$ cat config.mk
export PLATFORM = sky130hd
export DESIGN_NAME = adc_cmd_decoder
export DESIGN_NICKNAME = d
export VERILOG_FILES = /design/src/rtl/adc_cmd_pkg.sv /design/src/rtl/adc_cmd_classify.sv /design/src/rtl/adc_mask_handshake.sv /design/src/rtl/adc_cmd_settings.sv /design/src/rtl/adc_resp_mux.sv /design/src/rtl/adc_cmd_decoder.sv
export SDC_FILE = /design/constraint.sdc
export NUM_CORES = 1
export LEC_CHECK = 0
export ABC_AREA = 1
export CORE_MARGIN = 4
export CORE_UTILIZATION = 25
export DETAILED_ROUTE_END_ITERATION = 6
export DONT_BUFFER_PORTS = 1
export PLACE_DENSITY = 0.48
export SYNTH_ARGS = -nofsm -noshare
export SYNTH_HDL_FRONTEND = slang
export SYNTH_SLANG_ARGS = --single-unit
$ cat constraint.sdc
create_clock -name clk -period 2.35 [get_ports clk]
set_input_delay 0.3525 -clock clk [delete_from_list [all_inputs] [get_ports clk]]
set_output_delay 0.3525 -clock clk [all_outputs]
set_load 0.005 [all_outputs]
$ cat src/rtl/adc_cmd_pkg.sv
package adc_cmd_pkg;
  localparam int FRAME_W   = 16;
  localparam int CODE_W    = 4;
  localparam int CODE_LO   = 12;
  localparam int BIT_UPD   = 11;
  localparam int BIT_CRST  = 10;
  localparam int BIT_RANGE = 6;
  localparam int BIT_PDN   = 5;
  localparam int BIT_FMT   = 4;

  localparam logic [CODE_W-1:0] CODE_AUTO  = 4'b0010;
  localparam logic [CODE_W-1:0] CODE_MASK  = 4'b1000;
  localparam logic [CODE_W-1:0] MODE_RESET = 4'b0000;

  typedef enum logic [2:0] {
    K_NONE,
    K_AUTO,
    K_MASK_ARM,
    K_MASK_DATA,
    K_OTHER
  } cmd_kind_t;
endpackage

$ cat src/rtl/adc_cmd_classify.sv
module adc_cmd_classify
  import adc_cmd_pkg::*;
(
  input  logic [CODE_W-1:0] code_i,
  input  logic              done_i,
  input  logic              full_i,
  input  logic              armed_i,
  output cmd_kind_t         kind_o
);
  logic valid;

  always_comb begin
    valid  = done_i & full_i;
    kind_o = K_NONE;
    if (valid) begin
      if (armed_i)                kind_o = K_MASK_DATA;
      else if (code_i == CODE_AUTO) kind_o = K_AUTO;
      else if (code_i == CODE_MASK) kind_o = K_MASK_ARM;
      else                        kind_o = K_OTHER;
    end
  end
endmodule

$ cat src/rtl/adc_mask_handshake.sv
module adc_mask_handshake
  import adc_cmd_pkg::*;
(
  input  logic      clk,
  input  logic      rst_n,
  input  cmd_kind_t kind_i,
  output logic      armed_o
);
  logic arm_q, arm_d;

  always_comb begin
    arm_d = arm_q;
    if (kind_i == K_MASK_ARM)       arm_d = 1'b1;
    else if (kind_i == K_MASK_DATA) arm_d = 1'b0;
  end

  always_ff @(posedge clk or negedge rst_n) begin
    if (!rst_n) arm_q <= 1'b0;
    else        arm_q <= arm_d;
  end

  assign armed_o = arm_q;

  assert_arm_sets_R6: assert property (@(posedge clk) disable iff (!rst_n)
    (kind_i == K_MASK_ARM) |=> armed_o);
  assert_arm_clears_R6: assert property (@(posedge clk) disable iff (!rst_n)
    (armed_o && kind_i == K_MASK_DATA) |=> !armed_o);
  assert_short_keeps_arm_R9: assert property (@(posedge clk) disable iff (!rst_n)
    (kind_i == K_NONE) |=> $stable(armed_o));
endmodule

$ cat src/rtl/adc_cmd_settings.sv
module adc_cmd_settings
  import adc_cmd_pkg::*;
#(
  parameter int GPIO_N = 4
) (
  input  logic               clk,
  input  logic               rst_n,
  input  cmd_kind_t          kind_i,
  input  logic [FRAME_W-1:0] word_i,
  input  logic [GPIO_N-1:0]  gpio_dir_i,
  output logic [CODE_W-1:0]  mode_o,
  output logic               range_o,
  output logic               pdn_o,
  output logic               fmt_o,
  output logic [GPIO_N-1:0]  gpio_out_o,
  output logic               enter_o,
  output logic               cnt_rst_o,
  output logic               mask_wr_o,
  output logic [FRAME_W-1:0] mask_o
);
  logic [CODE_W-1:0]  mode_q, mode_d;
  logic               range_q, range_d, pdn_q, pdn_d, fmt_q, fmt_d;
  logic [GPIO_N-1:0]  gpio_q, gpio_d;
  logic               enter_q, enter_d, crst_q, crst_d, mwr_q, mwr_d;
  logic [FRAME_W-1:0] mask_q, mask_d;
  logic               upd_en;

  always_comb begin
    mode_d  = mode_q;
    range_d = range_q;
    pdn_d   = pdn_q;
    fmt_d   = fmt_q;
    gpio_d  = gpio_q;
    mask_d  = mask_q;
    enter_d = 1'b0;
    crst_d  = 1'b0;
    mwr_d   = 1'b0;
    upd_en  = (kind_i == K_AUTO) && word_i[BIT_UPD];
    unique case (kind_i)
      K_AUTO: begin
        mode_d  = CODE_AUTO;
        enter_d = (mode_q != CODE_AUTO);
        if (upd_en) begin
          range_d = word_i[BIT_RANGE];
          pdn_d   = word_i[BIT_PDN];
          fmt_d   = word_i[BIT_FMT];
          crst_d  = word_i[BIT_CRST];
          for (int i = 0; i < GPIO_N; i++) begin
            if (gpio_dir_i[i]) gpio_d[i] = word_i[i];
          end
        end
      end
      K_MASK_DATA: begin
        mwr_d  = 1'b1;
        mask_d = word_i;
      end
      default: ;
    endcase
  end

  always_ff @(posedge clk or negedge rst_n) begin
    if (!rst_n) begin
      mode_q  <= MODE_RESET;
      range_q <= 1'b0;
      pdn_q   <= 1'b0;
      fmt_q   <= 1'b0;
      gpio_q  <= '0;
      mask_q  <= '0;
      enter_q <= 1'b0;
      crst_q  <= 1'b0;
      mwr_q   <= 1'b0;
    end else begin
      mode_q  <= mode_d;
      range_q <= range_d;
      pdn_q   <= pdn_d;
      fmt_q   <= fmt_d;
      gpio_q  <= gpio_d;
      mask_q  <= mask_d;
      enter_q <= enter_d;
      crst_q  <= crst_d;
      mwr_q   <= mwr_d;
    end
  end

  assign mode_o     = mode_q;
  assign range_o    = range_q;
  assign pdn_o      = pdn_q;
  assign fmt_o      = fmt_q;
  assign gpio_out_o = gpio_q;
  assign mask_o     = mask_q;
  assign enter_o    = enter_q;
  assign cnt_rst_o  = crst_q;
  assign mask_wr_o  = mwr_q;

  assert_mode_legal_R2: assert property (@(posedge clk) disable iff (!rst_n)
    (mode_o == MODE_RESET) || (mode_o == CODE_AUTO));
  assert_enter_once_R2: assert property (@(posedge clk) disable iff (!rst_n)
    enter_o |=> !enter_o);
  assert_hold_fields_R3: assert property (@(posedge clk) disable iff (!rst_n)
    !(kind_i == K_AUTO && word_i[BIT_UPD]) |=> $stable({range_o, pdn_o, fmt_o}));
  assert_crst_gated_R4: assert property (@(posedge clk) disable iff (!rst_n)
    !(kind_i == K_AUTO && word_i[BIT_UPD]) |=> !cnt_rst_o);
  assert_mask_single_R11: assert property (@(posedge clk) disable iff (!rst_n)
    mask_wr_o |=> !mask_wr_o);

  for (genvar g = 0; g < GPIO_N; g++) begin : g_pin_chk
    assert_input_pin_held_R5: assert property (@(posedge clk) disable iff (!rst_n)
      !gpio_dir_i[g] |=> $stable(gpio_out_o[g]));
  end
endmodule

$ cat src/rtl/adc_resp_mux.sv
module adc_resp_mux #(
  parameter int TAG_W = 4,
  parameter int RES_W = 12
) (
  input  logic                   fmt_i,
  input  logic [TAG_W-1:0]       addr_i,
  input  logic [TAG_W-1:0]       gpio_i,
  input  logic [RES_W-1:0]       result_i,
  output logic [TAG_W+RES_W-1:0] resp_o
);
  for (genvar b = 0; b < TAG_W; b++) begin : g_tag
    assign resp_o[RES_W+b] = fmt_i ? gpio_i[b] : addr_i[b];
  end
  assign resp_o[RES_W-1:0] = result_i;
endmodule

$ cat src/rtl/adc_cmd_decoder.sv
module adc_cmd_decoder
  import adc_cmd_pkg::*;
#(
  parameter int GPIO_N = 4,
  parameter int RES_W  = 12,
  parameter int ADDR_W = 4
) (
  input  logic                      clk,
  input  logic                      rst_n,
  input  logic [FRAME_W-1:0]        frame_word,
  input  logic                      frame_done,
  input  logic                      frame_full,
  input  logic [GPIO_N-1:0]         gpio_dir,
  input  logic [GPIO_N-1:0]         gpio_in,
  input  logic [ADDR_W-1:0]         chan_addr,
  input  logic [RES_W-1:0]          conv_result,
  output logic [CODE_W-1:0]         mode_code,
  output logic                      range_x2,
  output logic                      pdn_req,
  output logic                      fmt_gpio,
  output logic [GPIO_N-1:0]         gpio_out,
  output logic                      seq_enter,
  output logic                      seq_cnt_rst,
  output logic                      mask_wr,
  output logic [FRAME_W-1:0]        mask_data,
  output logic [ADDR_W+RES_W-1:0]   resp_word
);
  logic [1:0] rst_pipe;
  logic       rst_sync_n;
  logic       armed;
  cmd_kind_t  kind;

  always_ff @(posedge clk or negedge rst_n) begin
    if (!rst_n) rst_pipe <= 2'b00;
    else        rst_pipe <= {rst_pipe[0], 1'b1};
  end
  assign rst_sync_n = rst_pipe[1];

  adc_cmd_classify u_classify (
    .code_i  (frame_word[FRAME_W-1:CODE_LO]),
    .done_i  (frame_done),
    .full_i  (frame_full),
    .armed_i (armed),
    .kind_o  (kind)
  );

  adc_mask_handshake u_mask_hs (
    .clk     (clk),
    .rst_n   (rst_sync_n),
    .kind_i  (kind),
    .armed_o (armed)
  );

  adc_cmd_settings #(.GPIO_N(GPIO_N)) u_settings (
    .clk        (clk),
    .rst_n      (rst_sync_n),
    .kind_i     (kind),
    .word_i     (frame_word),
    .gpio_dir_i (gpio_dir),
    .mode_o     (mode_code),
    .range_o    (range_x2),
    .pdn_o      (pdn_req),
    .fmt_o      (fmt_gpio),
    .gpio_out_o (gpio_out),
    .enter_o    (seq_enter),
    .cnt_rst_o  (seq_cnt_rst),
    .mask_wr_o  (mask_wr),
    .mask_o     (mask_data)
  );

  adc_resp_mux #(.TAG_W(ADDR_W), .RES_W(RES_W)) u_resp (
    .fmt_i    (fmt_gpio),
    .addr_i   (chan_addr),
    .gpio_i   (gpio_in),
    .result_i (conv_result),
    .resp_o   (resp_word)
  );

  assert_strobe_after_frame_R11: assert property (@(posedge clk) disable iff (!rst_sync_n)
    (seq_enter || seq_cnt_rst || mask_wr) |-> $past(frame_done && frame_full));
  assert_mask_frame_inert_R7: assert property (@(posedge clk) disable iff (!rst_sync_n)
    mask_wr |-> (!seq_enter && !seq_cnt_rst &&
                 $stable({mode_code, range_x2, pdn_req, fmt_gpio, gpio_out})));
  assert_short_frame_inert_R9: assert property (@(posedge clk) disable iff (!rst_sync_n)
    (frame_done && !frame_full) |=> (!seq_enter && !seq_cnt_rst && !mask_wr &&
      $stable({mode_code, range_x2, pdn_req, fmt_gpio, gpio_out, mask_data})));
endmodule

==> results of run 1 <==
-- worst max-delay path by stage --
stage                             startpoint                                end  slack (ns)  depth (start not counted)
2_1_floorplan                 frame_word[14]   u_settings.mask_o[2]$_DFFE_PN0P_        1.10                          8
3_3_place_gp                  frame_word[15]  u_settings.mask_o[12]$_DFFE_PN0P_        0.83                          8
3_5_place_dp                  frame_word[13]   u_settings.mask_o[2]$_DFFE_PN0P_        0.77                          8
4_1_cts        u_mask_hs.armed_o$_DFFE_PN0P_   u_settings.mask_o[2]$_DFFE_PN0P_        0.79                          6
5_1_grt        u_mask_hs.armed_o$_DFFE_PN0P_   u_settings.mask_o[1]$_DFFE_PN0P_        0.67                          6
6_report       u_mask_hs.armed_o$_DFFE_PN0P_   u_settings.mask_o[2]$_DFFE_PN0P_        0.82                          6
-- power breakdown --
group / switching [uW] / internal (uW)
registers: 53.6 / 568
clock network: 177 / 225
logic: 41.1 / 37.6
total: 271 / 830
-- worst max-delay path, delay by kind of cell (launching register included) --
kind	cells	cell delay (ns)
buffers and inverters	2	0.34
AND/OR/NAND/NOR	4	0.71
flip-flops	1	0.38
-- logic make-up (layout without fill, tap and decap cells) --
kind of cell           Yosys count  after routing  synth area share [%]
and+or+nand+nor                 83             83                  25.9
muxes                            4              4                  3.25
DFF                             30             30                  54.2
AOI/OAI and AO/OA                5              5                  2.80
other                            2              4                 0.542
buffers and inverters           27             16                  13.3
-- Yosys cell counts (2+ instances only) --
cell type / number
buf_4: 15
conb_1: 2
buf_6: 2
nand3_1: 3
dfrtp_1: 30
inv_1: 7
nand2_2: 4
mux2_2: 4
o21ai_0: 3
nand4_1: 8
nand2_1: 60
nor2_1: 4
-- flip-flops by register name, summed over array words and instances (netlist names) --
name / flops
u_settings.mask_o: 16
u_settings.mode_o: 1
u_settings.gpio_out_o: 4
rst_pipe: 2
u_settings.mask_wr_o: 1
u_settings.pdn_o: 1
u_settings.fmt_o: 1
u_settings.enter_o: 1
u_mask_hs.armed_o: 1
u_settings.cnt_rst_o: 1
u_settings.range_o: 1
-- through the flow --
stage               util, %  power [uW]  hold slack (ns)
global placement       25.5         710           0.0570
detailed placement     25.5         712           0.0570
finish                 27.2        1100            0.181
CTS                    27.2        1120            0.176
global route           27.2        1150            0.176
floorplan                 -         703           0.0569
-- layout make-up --
class	count	share of cell area, %
multi-input cells	96	32.1
clock buffers	6	5.79
flip-flops and latches	30	52.6
well taps	70	6.14
repair buffers	2	1.23
inverters	8	2.11
-- metal layers --
layer | part of all wire [%] | GRT usage [%] | up-vias
met5 | 0 | 0 | -
met2 | 45 | 14.0 | 41
met3 | 12 | 5.10 | 8
li1 | - | - | 433
met4 | 2.3 | 6.48 | 0
met1 | 41 | 12.8 | 419
==> run metrics, run 1 <==
worst flop-to-flop path endpoint u_settings.mask_o[2]$_DFFE_PN0P_; CP max-delay cell dfrtp_1; first-pass GRT wire length 4930 um; number of enable flip-flop cells after synthesis 0; pwr/cell area 772 mW/mm^2; cts hold-fix bufs 1; Fin Setup TNS 0 ns; cell taking the most area after synthesis dfrtp_1; initial drt markers 75; Die Span Y 82.4 um; TritonRoute pass-1 iters 4; Clock transition at path regs 0.06 ns; asr flop ratio synth 100%; routed len/inst 15.6 um; period utilisation layout 65.1%; Nets 187; Setup Fix Bufs, Post-CTS 0; antenna violations before repair 0; post-route cell area 0.00143 sq mm; Lkg Pwr 0.000737 uW; CTS resizes 0; register area share after synthesis 54.2%; Register-to-Register Path Depth 6; Rows 26; final WL 3320 um; Port Buf Inserts 0; type of origin of the critical path flip-flop; flop2flop setup slack 0.82 ns; # clock sinks 30; hold path startpoint frame_word[12]; Fin. Hold Viols 0; cts bufs inserted 5; max-slew violations 0; Worst Hold End u_settings.mask_o[12]$_DFFE_PN0P_; placed cell count 205; Vias per Instance 4.25; Data arrival, critical path 1.70 ns; fin worst setup slack 0.819 ns; skew final 0.00228 ns; multi-input logic area 458 sq um; Post-Syn Area per Cell 9.17 sq um; Worst path most repeated cell nand2_1; DP HPWL 2560 um; flip-flop and latch area 751 sq um; total number of vias 901; synth unique cells 21; vias in the first global route 903; Skew-Pair Late Insertion Delay 0.28 ns; Non-Filler Instances 212; max incr delay on CP 0.38 ns; gr ovfl total 0; diodes inserted 0; Initial Util 26.4%; RSZ-0062 raised after global routing false; most common cell after layout, fill and taps aside nand2_1; Total GRT Usage 10.3%; fmax 0.653 GHz; Peak VDD IR 0.286 mV; min-delay worst type in2reg; worst-path cell chain inv_1 > nand2_1 > nand2_2 > inv_2 > nand2_1 > nand2_1; Post-DP Area 0.00133 sq mm; layout cells sized above 1 14.1%; cell count after synthesis 151; Synth Flop Type dfrtp_1; Fill cells 549; antenna-violating nets left 0; drt drc 0; GPL Wtd Cong 0.702; outcome finished clean; max_cap viols 0; Post-Place Worst Slack 0.769 ns; CTS max path bufs 2; area growth from synthesis to layout 2.98%; Critical Path End Type flip-flop; CORE AREA 0.00524 sq mm; Max H-tree Level 2; Reg2Reg Launch Point u_mask_hs.armed_o$_DFFE_PN0P_; largest net degree at the start of global routing 21; Tmin final 1.53 ns; Crit path required time 2.52 ns; crit path kind reg2reg; CP Max Fanout 20; ranking of synthesized cells by area dfrtp_1 54%, nand2_1 16%, buf_4 8.1%; root buf cell clkbuf_8; # IOs 90; Mapped Area 0.00139 sq mm; CTS tree yes; post-synth top area share 54.2%; commonest cells after routing, fill and taps aside 60 x nand2_1, 30 x dfrtp_1, 8 x nand4_1, 7 x inv_1, 6 x clkbuf_8; Setup Viol. Count Final 0; Die Width 82.4 um; total die area 0.00680 sq mm; Hold Path Cell Cnt 2; #FFs+latches synth 30; Syn. warnings 0
Power figures use the tool's default switching activity.
==> inputs of run 2 (changes only) <==
==> constraint.sdc (replaced) <==
create_clock -name clk -period 1.6 [get_ports clk]
set_input_delay 0.24 -clock clk [delete_from_list [all_inputs] [get_ports clk]]
set_output_delay 0.24 -clock clk [all_outputs]
set_load 0.005 [all_outputs]
==> run 2 against run 1 <==
Effect of this change:
- flip-flop and latch count stayed put
- power is 50% higher
- register-to-register slack worse by 0.57 ns
- die area stayed put
- routed wire length is 0.45% higher
- critical endpoint is now resp_word[15]
- worst setup slack worse by 0.60 ns
- sequential share of layout area is 1.1 points lower
- cell count is 2.4% higher
- clock power is 54% higher
==> run metrics, run 2 (synthesis results as in run 1) <==
outcome finished clean; final WL 3330 um; Port Buf Inserts 0; Crit path required time 1.36 ns; switching power 414 uW; skew final 0.00600 ns; total die area 0.00680 sq mm; CP top delay family flip-flops; Fin. Hold Viols 0; Int Pwr 1240 uW; first-pass GRT wire length 5240 um; worst flop-to-flop path endpoint u_settings.pdn_o$_DFFE_PN0P_; Flop pwr share 55.1%; CTS max path bufs 2; Tmin final 1.38 ns; Die Width 82.4 um; hold path startpoint frame_word[9]; flop2flop setup slack 0.25 ns; max incr delay on CP 0.48 ns; routed len/inst 15.4 um; GPL Wtd Cong 0.710; Lkg Pwr 0.000755 uW; Fin Setup TNS 0 ns; Initial Util 26.4%; Switching Share 25.1%; root buf cell clkbuf_8; Worst Hold End u_settings.mask_o[9]$_DFFE_PN0P_; Critical Path End Type output pin; clock power share 37.6%; Nets 190; fin worst setup slack 0.218 ns; cts bufs inserted 5; Max H-tree Level 2; max_cap viols 0; Register-to-Register Path Depth 6; initial drt markers 57; gr ovfl total 0; diodes inserted 0; layout cells sized above 1 16.3%; commonest cells after routing, fill and taps aside 60 x nand2_1, 30 x dfrtp_1, 8 x nand4_1, 7 x inv_1, 6 x clkbuf_8; Worst Path Buf+Inv 0; worst-path cell chain mux2_2; pwr/cell area 1130 mW/mm^2; Die Span Y 82.4 um; largest net degree at the start of global routing 15; crit path kind reg2out; Largest register FFs 16; Total GRT Usage 10.7%; Setup Viol. Count Final 0; total number of vias 938; type of origin of the critical path flip-flop; antenna-violating nets left 0; WHS 0.0696 ns; Peak VDD IR 0.468 mV; TritonRoute pass-1 iters 4; min-delay worst type in2reg; Vias per Instance 4.32; # IOs 90; RSZ-0062 raised after global routing false; CP max-delay cell dfrtp_1; WP depth 1; fmax 0.724 GHz; most common cell after layout, fill and taps aside nand2_1; CTS resizes 0; max-slew violations 0; Skew-Pair Late Insertion Delay 0.28 ns; area growth from synthesis to layout 5.24%; period utilisation layout 86.4%; Rows 26; vias in the first global route 963; CTS tree yes; CP Max Fanout 6; Logic pwr share 7.3%; Clock transition at path regs 0.06 ns; antenna violations before repair 0; Post-Place Worst Slack 0.257 ns; drt drc 0; Reg2Reg Launch Point u_mask_hs.armed_o$_DFFE_PN0P_; DP HPWL 2580 um; Data arrival, critical path 1.14 ns; CORE AREA 0.00524 sq mm; Hold Path Cell Cnt 2; # clock sinks 30; fin util 27.8%
==> run 2: timing repair <==
action	CTS	global route
hold endpoints to repair	2	0
hold buffers	1	0
buffers inserted	0	0
==> run 2: per-layer routing <==
metal / routed length [um] / part of all wire (%) / track usage, %
met1: 1230 / 37 / 12.6
met2: 1600 / 48 / 15.9
met3: 455 / 14 / 6.62
met4: 46 / 1.4 / 3.99
met5: 0 / 0 / 0
==> run 2: per-stage QoR <==
stage,total power [uW],std cells,instance area (sq um)
final,1650,217,1460
after global routing,1760,217,1460
after CTS,1690,217,1460
after detailed placement,1050,208,1360
after global placement,1040,208,1360
after floorplan,1030,153,1390
==> run 2: cell type report <==
cell class | instances | area, sq um
Fill cell | 559 | 3780
Inverter | 8 | 30.0
Timing Repair Buffer | 5 | 40.0
Clock inverter | 1 | 5.00
Multi-Input combinational cell | 96 | 458
Tap cell | 70 | 87.6
Sequential cell | 30 | 751
Clock buffer | 7 | 86.3
==> run 2: worst reg2reg max path, stage by stage, from the launching register on <==
cell and delay [ns]:
dfrtp_1 0.37, inv_1 0.13, nand2_1 0.19, nor2_4 0.27, nand2_1 0.15, nand2_1 0.09, nand2_1 0.04
==> run 2: worst max-delay path by stage <==
stage | from | end | slack [ns]
detailed placement | u_mask_hs.armed_o$_DFFE_PN0P_ | u_settings.pdn_o$_DFFE_PN0P_ | 0.26
finish | u_settings.fmt_o$_DFFE_PN0P_ | resp_word[15] | 0.22
global route | u_mask_hs.armed_o$_DFFE_PN0P_ | u_settings.fmt_o$_DFFE_PN0P_ | 0.08
floorplan | u_mask_hs.armed_o$_DFFE_PN0P_ | u_settings.fmt_o$_DFFE_PN0P_ | 0.44
CTS | u_settings.fmt_o$_DFFE_PN0P_ | resp_word[12] | 0.19
global placement | u_mask_hs.armed_o$_DFFE_PN0P_ | u_settings.range_o$_DFFE_PN0P_ | 0.36
==> run 2: power by group through the flow <==
stage	Clock (uW)	Combinational, uW	Sequential (uW)
after floorplan	0	126	906
after global placement	0	116	928
after detailed placement	0	121	928
after CTS	654	123	915
after global routing	693	144	923
final	620	120	910
==> inputs of run 3 (changes only) <==
--- a/config.mk
+++ b/config.mk
@@ -6,11 +6,12 @@
 export NUM_CORES = 1
 export LEC_CHECK = 0
 export ABC_AREA = 1
+export CAP_MARGIN = 20
 export CORE_MARGIN = 4
 export CORE_UTILIZATION = 25
 export DETAILED_ROUTE_END_ITERATION = 6
 export DONT_BUFFER_PORTS = 1
-export PLACE_DENSITY = 0.48
+export PLACE_DENSITY = 0.5
 export SYNTH_ARGS = -nofsm -noshare
 export SYNTH_HDL_FRONTEND = slang
 export SYNTH_SLANG_ARGS = --single-unit
==> constraint.sdc (replaced) <==
create_clock -name clk -period 1.2 [get_ports clk]
set_input_delay 0.18 -clock clk [delete_from_list [all_inputs] [get_ports clk]]
set_output_delay 0.18 -clock clk [all_outputs]
set_load 0.005 [all_outputs]
==> run 3 against run 2 <==
Effect of this change:
- the run now ends with negative setup slack left
- non-clock buffer count up 5
- sequential power increased by 33%
- sequential share of layout area shrank 2.0 points
- count of clock-buffer cells in the layout down 1
- worst setup slack worse by 0.24 ns
- utilization up 1.1 points
- clock power is 27% higher
- design area grew 4.1%
- power is 33% higher
- largest power group unchanged
- highest routed layer unchanged
==> run metrics, run 3 (synthesis results as in run 1) <==
most common cell after layout, fill and taps aside nand2_1; max incr delay on CP 0.46 ns; pwr/cell area 1440 mW/mm^2; first-pass GRT wire length 5120 um; skew final 0.00284 ns; Rows 26; Worst Path Buf+Inv 0; Setup Viol. Count Final 4; Data arrival, critical path 1.04 ns; CTS tree yes; antenna violations before repair 0; outcome complete, but fails checks; CP Max Fanout 5; Port Buf Inserts 0; Nets 195; max-slew violations 0; Fin. Hold Viols 0; worst-path cell chain mux2_4; routed len/inst 15.1 um; antenna-violating nets left 0; TritonRoute pass-1 iters 4; Max H-tree Level 2; # IOs 90; Post-DP Area 0.00138 sq mm; failing checks negative setup slack; largest net degree at the start of global routing 29; vias in the first global route 970; total number of vias 919; root buf cell clkbuf_8; WHS 0.0118 ns; Total GRT Usage 10.6%; CP max-delay cell dfrtp_2; initial drt markers 46; DP HPWL 2490 um; commonest cells after routing, fill and taps aside 57 x nand2_1, 29 x dfrtp_1, 9 x buf_4, 8 x nand4_1; CORE AREA 0.00524 sq mm; cts bufs inserted 5; Vias per Instance 4.18; period utilisation layout 102%; CP top delay family flip-flops; fmax 0.817 GHz; drt drc 0; GPL Wtd Cong 0.710; crit path kind reg2out; Post-Place Worst Slack -0.0395 ns; CTS max path bufs 2; gr ovfl total 0; Crit path required time 1.02 ns; final WL 3310 um; Die Width 82.4 um; Tmin final 1.22 ns; area growth from synthesis to layout 9.58%; RSZ-0062 raised after global routing true; Lkg Pwr 0.000792 uW; Peak VDD IR 0.477 mV; type of origin of the critical path flip-flop; # clock sinks 30; max_cap viols 0; post-route cell area 0.00152 sq mm; Die Span Y 82.4 um; Initial Util 26.4%; fin util 29.0%; Largest register FFs 16; diodes inserted 0; Skew-Pair Late Insertion Delay 0.27 ns; Clock transition at path regs 0.06 ns; layout cells sized above 1 22.0%; min-delay worst type in2reg; Critical Path End Type output pin; total die area 0.00680 sq mm; fin worst setup slack -0.0237 ns
-- run 3: changes by cell type in the layout (fill, tap and decap cells not counted), moves of 2 or more --
cell	delta
mux2_4	+4
nand2_2	+2
mux2_2	-4
nand2_1	-3
buf_4	+5
-- run 3: timing repair --
action	4_1_cts	5_1_grt
pin swaps	1	1
hold buffers	1	0
resized for setup	6	6
setup buffers	1	1
setup endpoints to repair	11	29
endpoints found under the hold margin	2	0
-- run 3: final timing paths --
check | startpoint | to | slack (ns) | cells past startpoint
min in group asynchronous | rst_n | rst_pipe[1]$_DFF_PN0_ | 0.13 | 1
max in group asynchronous | rst_pipe[1]$_DFF_PN0_ | u_settings.fmt_o$_DFFE_PN0P_ | 0.65 | 1
max | u_settings.fmt_o$_DFFE_PN0P_ | resp_word[13] | -0.02 | 1
min reg2reg | rst_pipe[1]$_DFF_PN0_ | u_settings.enter_o$_DFF_PN0_ | 0.25 | 1
max reg2reg | u_mask_hs.armed_o$_DFFE_PN0P_ | u_settings.mode_o[1]$_DFFE_PN0N_ | 0.09 | 5
min | frame_word[1] | u_settings.mask_o[1]$_DFFE_PN0P_ | 0.01 | 2
-- run 3: final cells by class --
class,instances,area [sq um]
well taps,70,87.6
inverters,8,32.5
clock buffers,6,82.6
fillers,554,3720
repair buffers,10,77.6
flip-flops and latches,30,752
multi-input cells,96,485
-- run 3: per-stage QoR --
step	TNS, ns	total power (uW)	cells
final	-0.0920	2190	220
after CTS	-0.138	2240	219
after global routing	-0.297	2340	220
after detailed placement	-0.129	1410	211
after floorplan	0	1380	153
after global placement	0	1400	211
-- run 3: power breakdown --
group / internal (uW) / switching [uW]
clock network: 441 / 346
registers: 1110 / 98.0
logic: 97.8 / 95.0
-- run 3: routing by layer --
metal	global-route usage (%)	share of wire, %	wire length (um)	up-vias
li1	-	-	-	451
met1	11.7	36	1200	413
met2	16.4	46	1530	50
met3	7.27	16	538	5
met4	2.99	1.3	42	0
met5	0	0	0	-
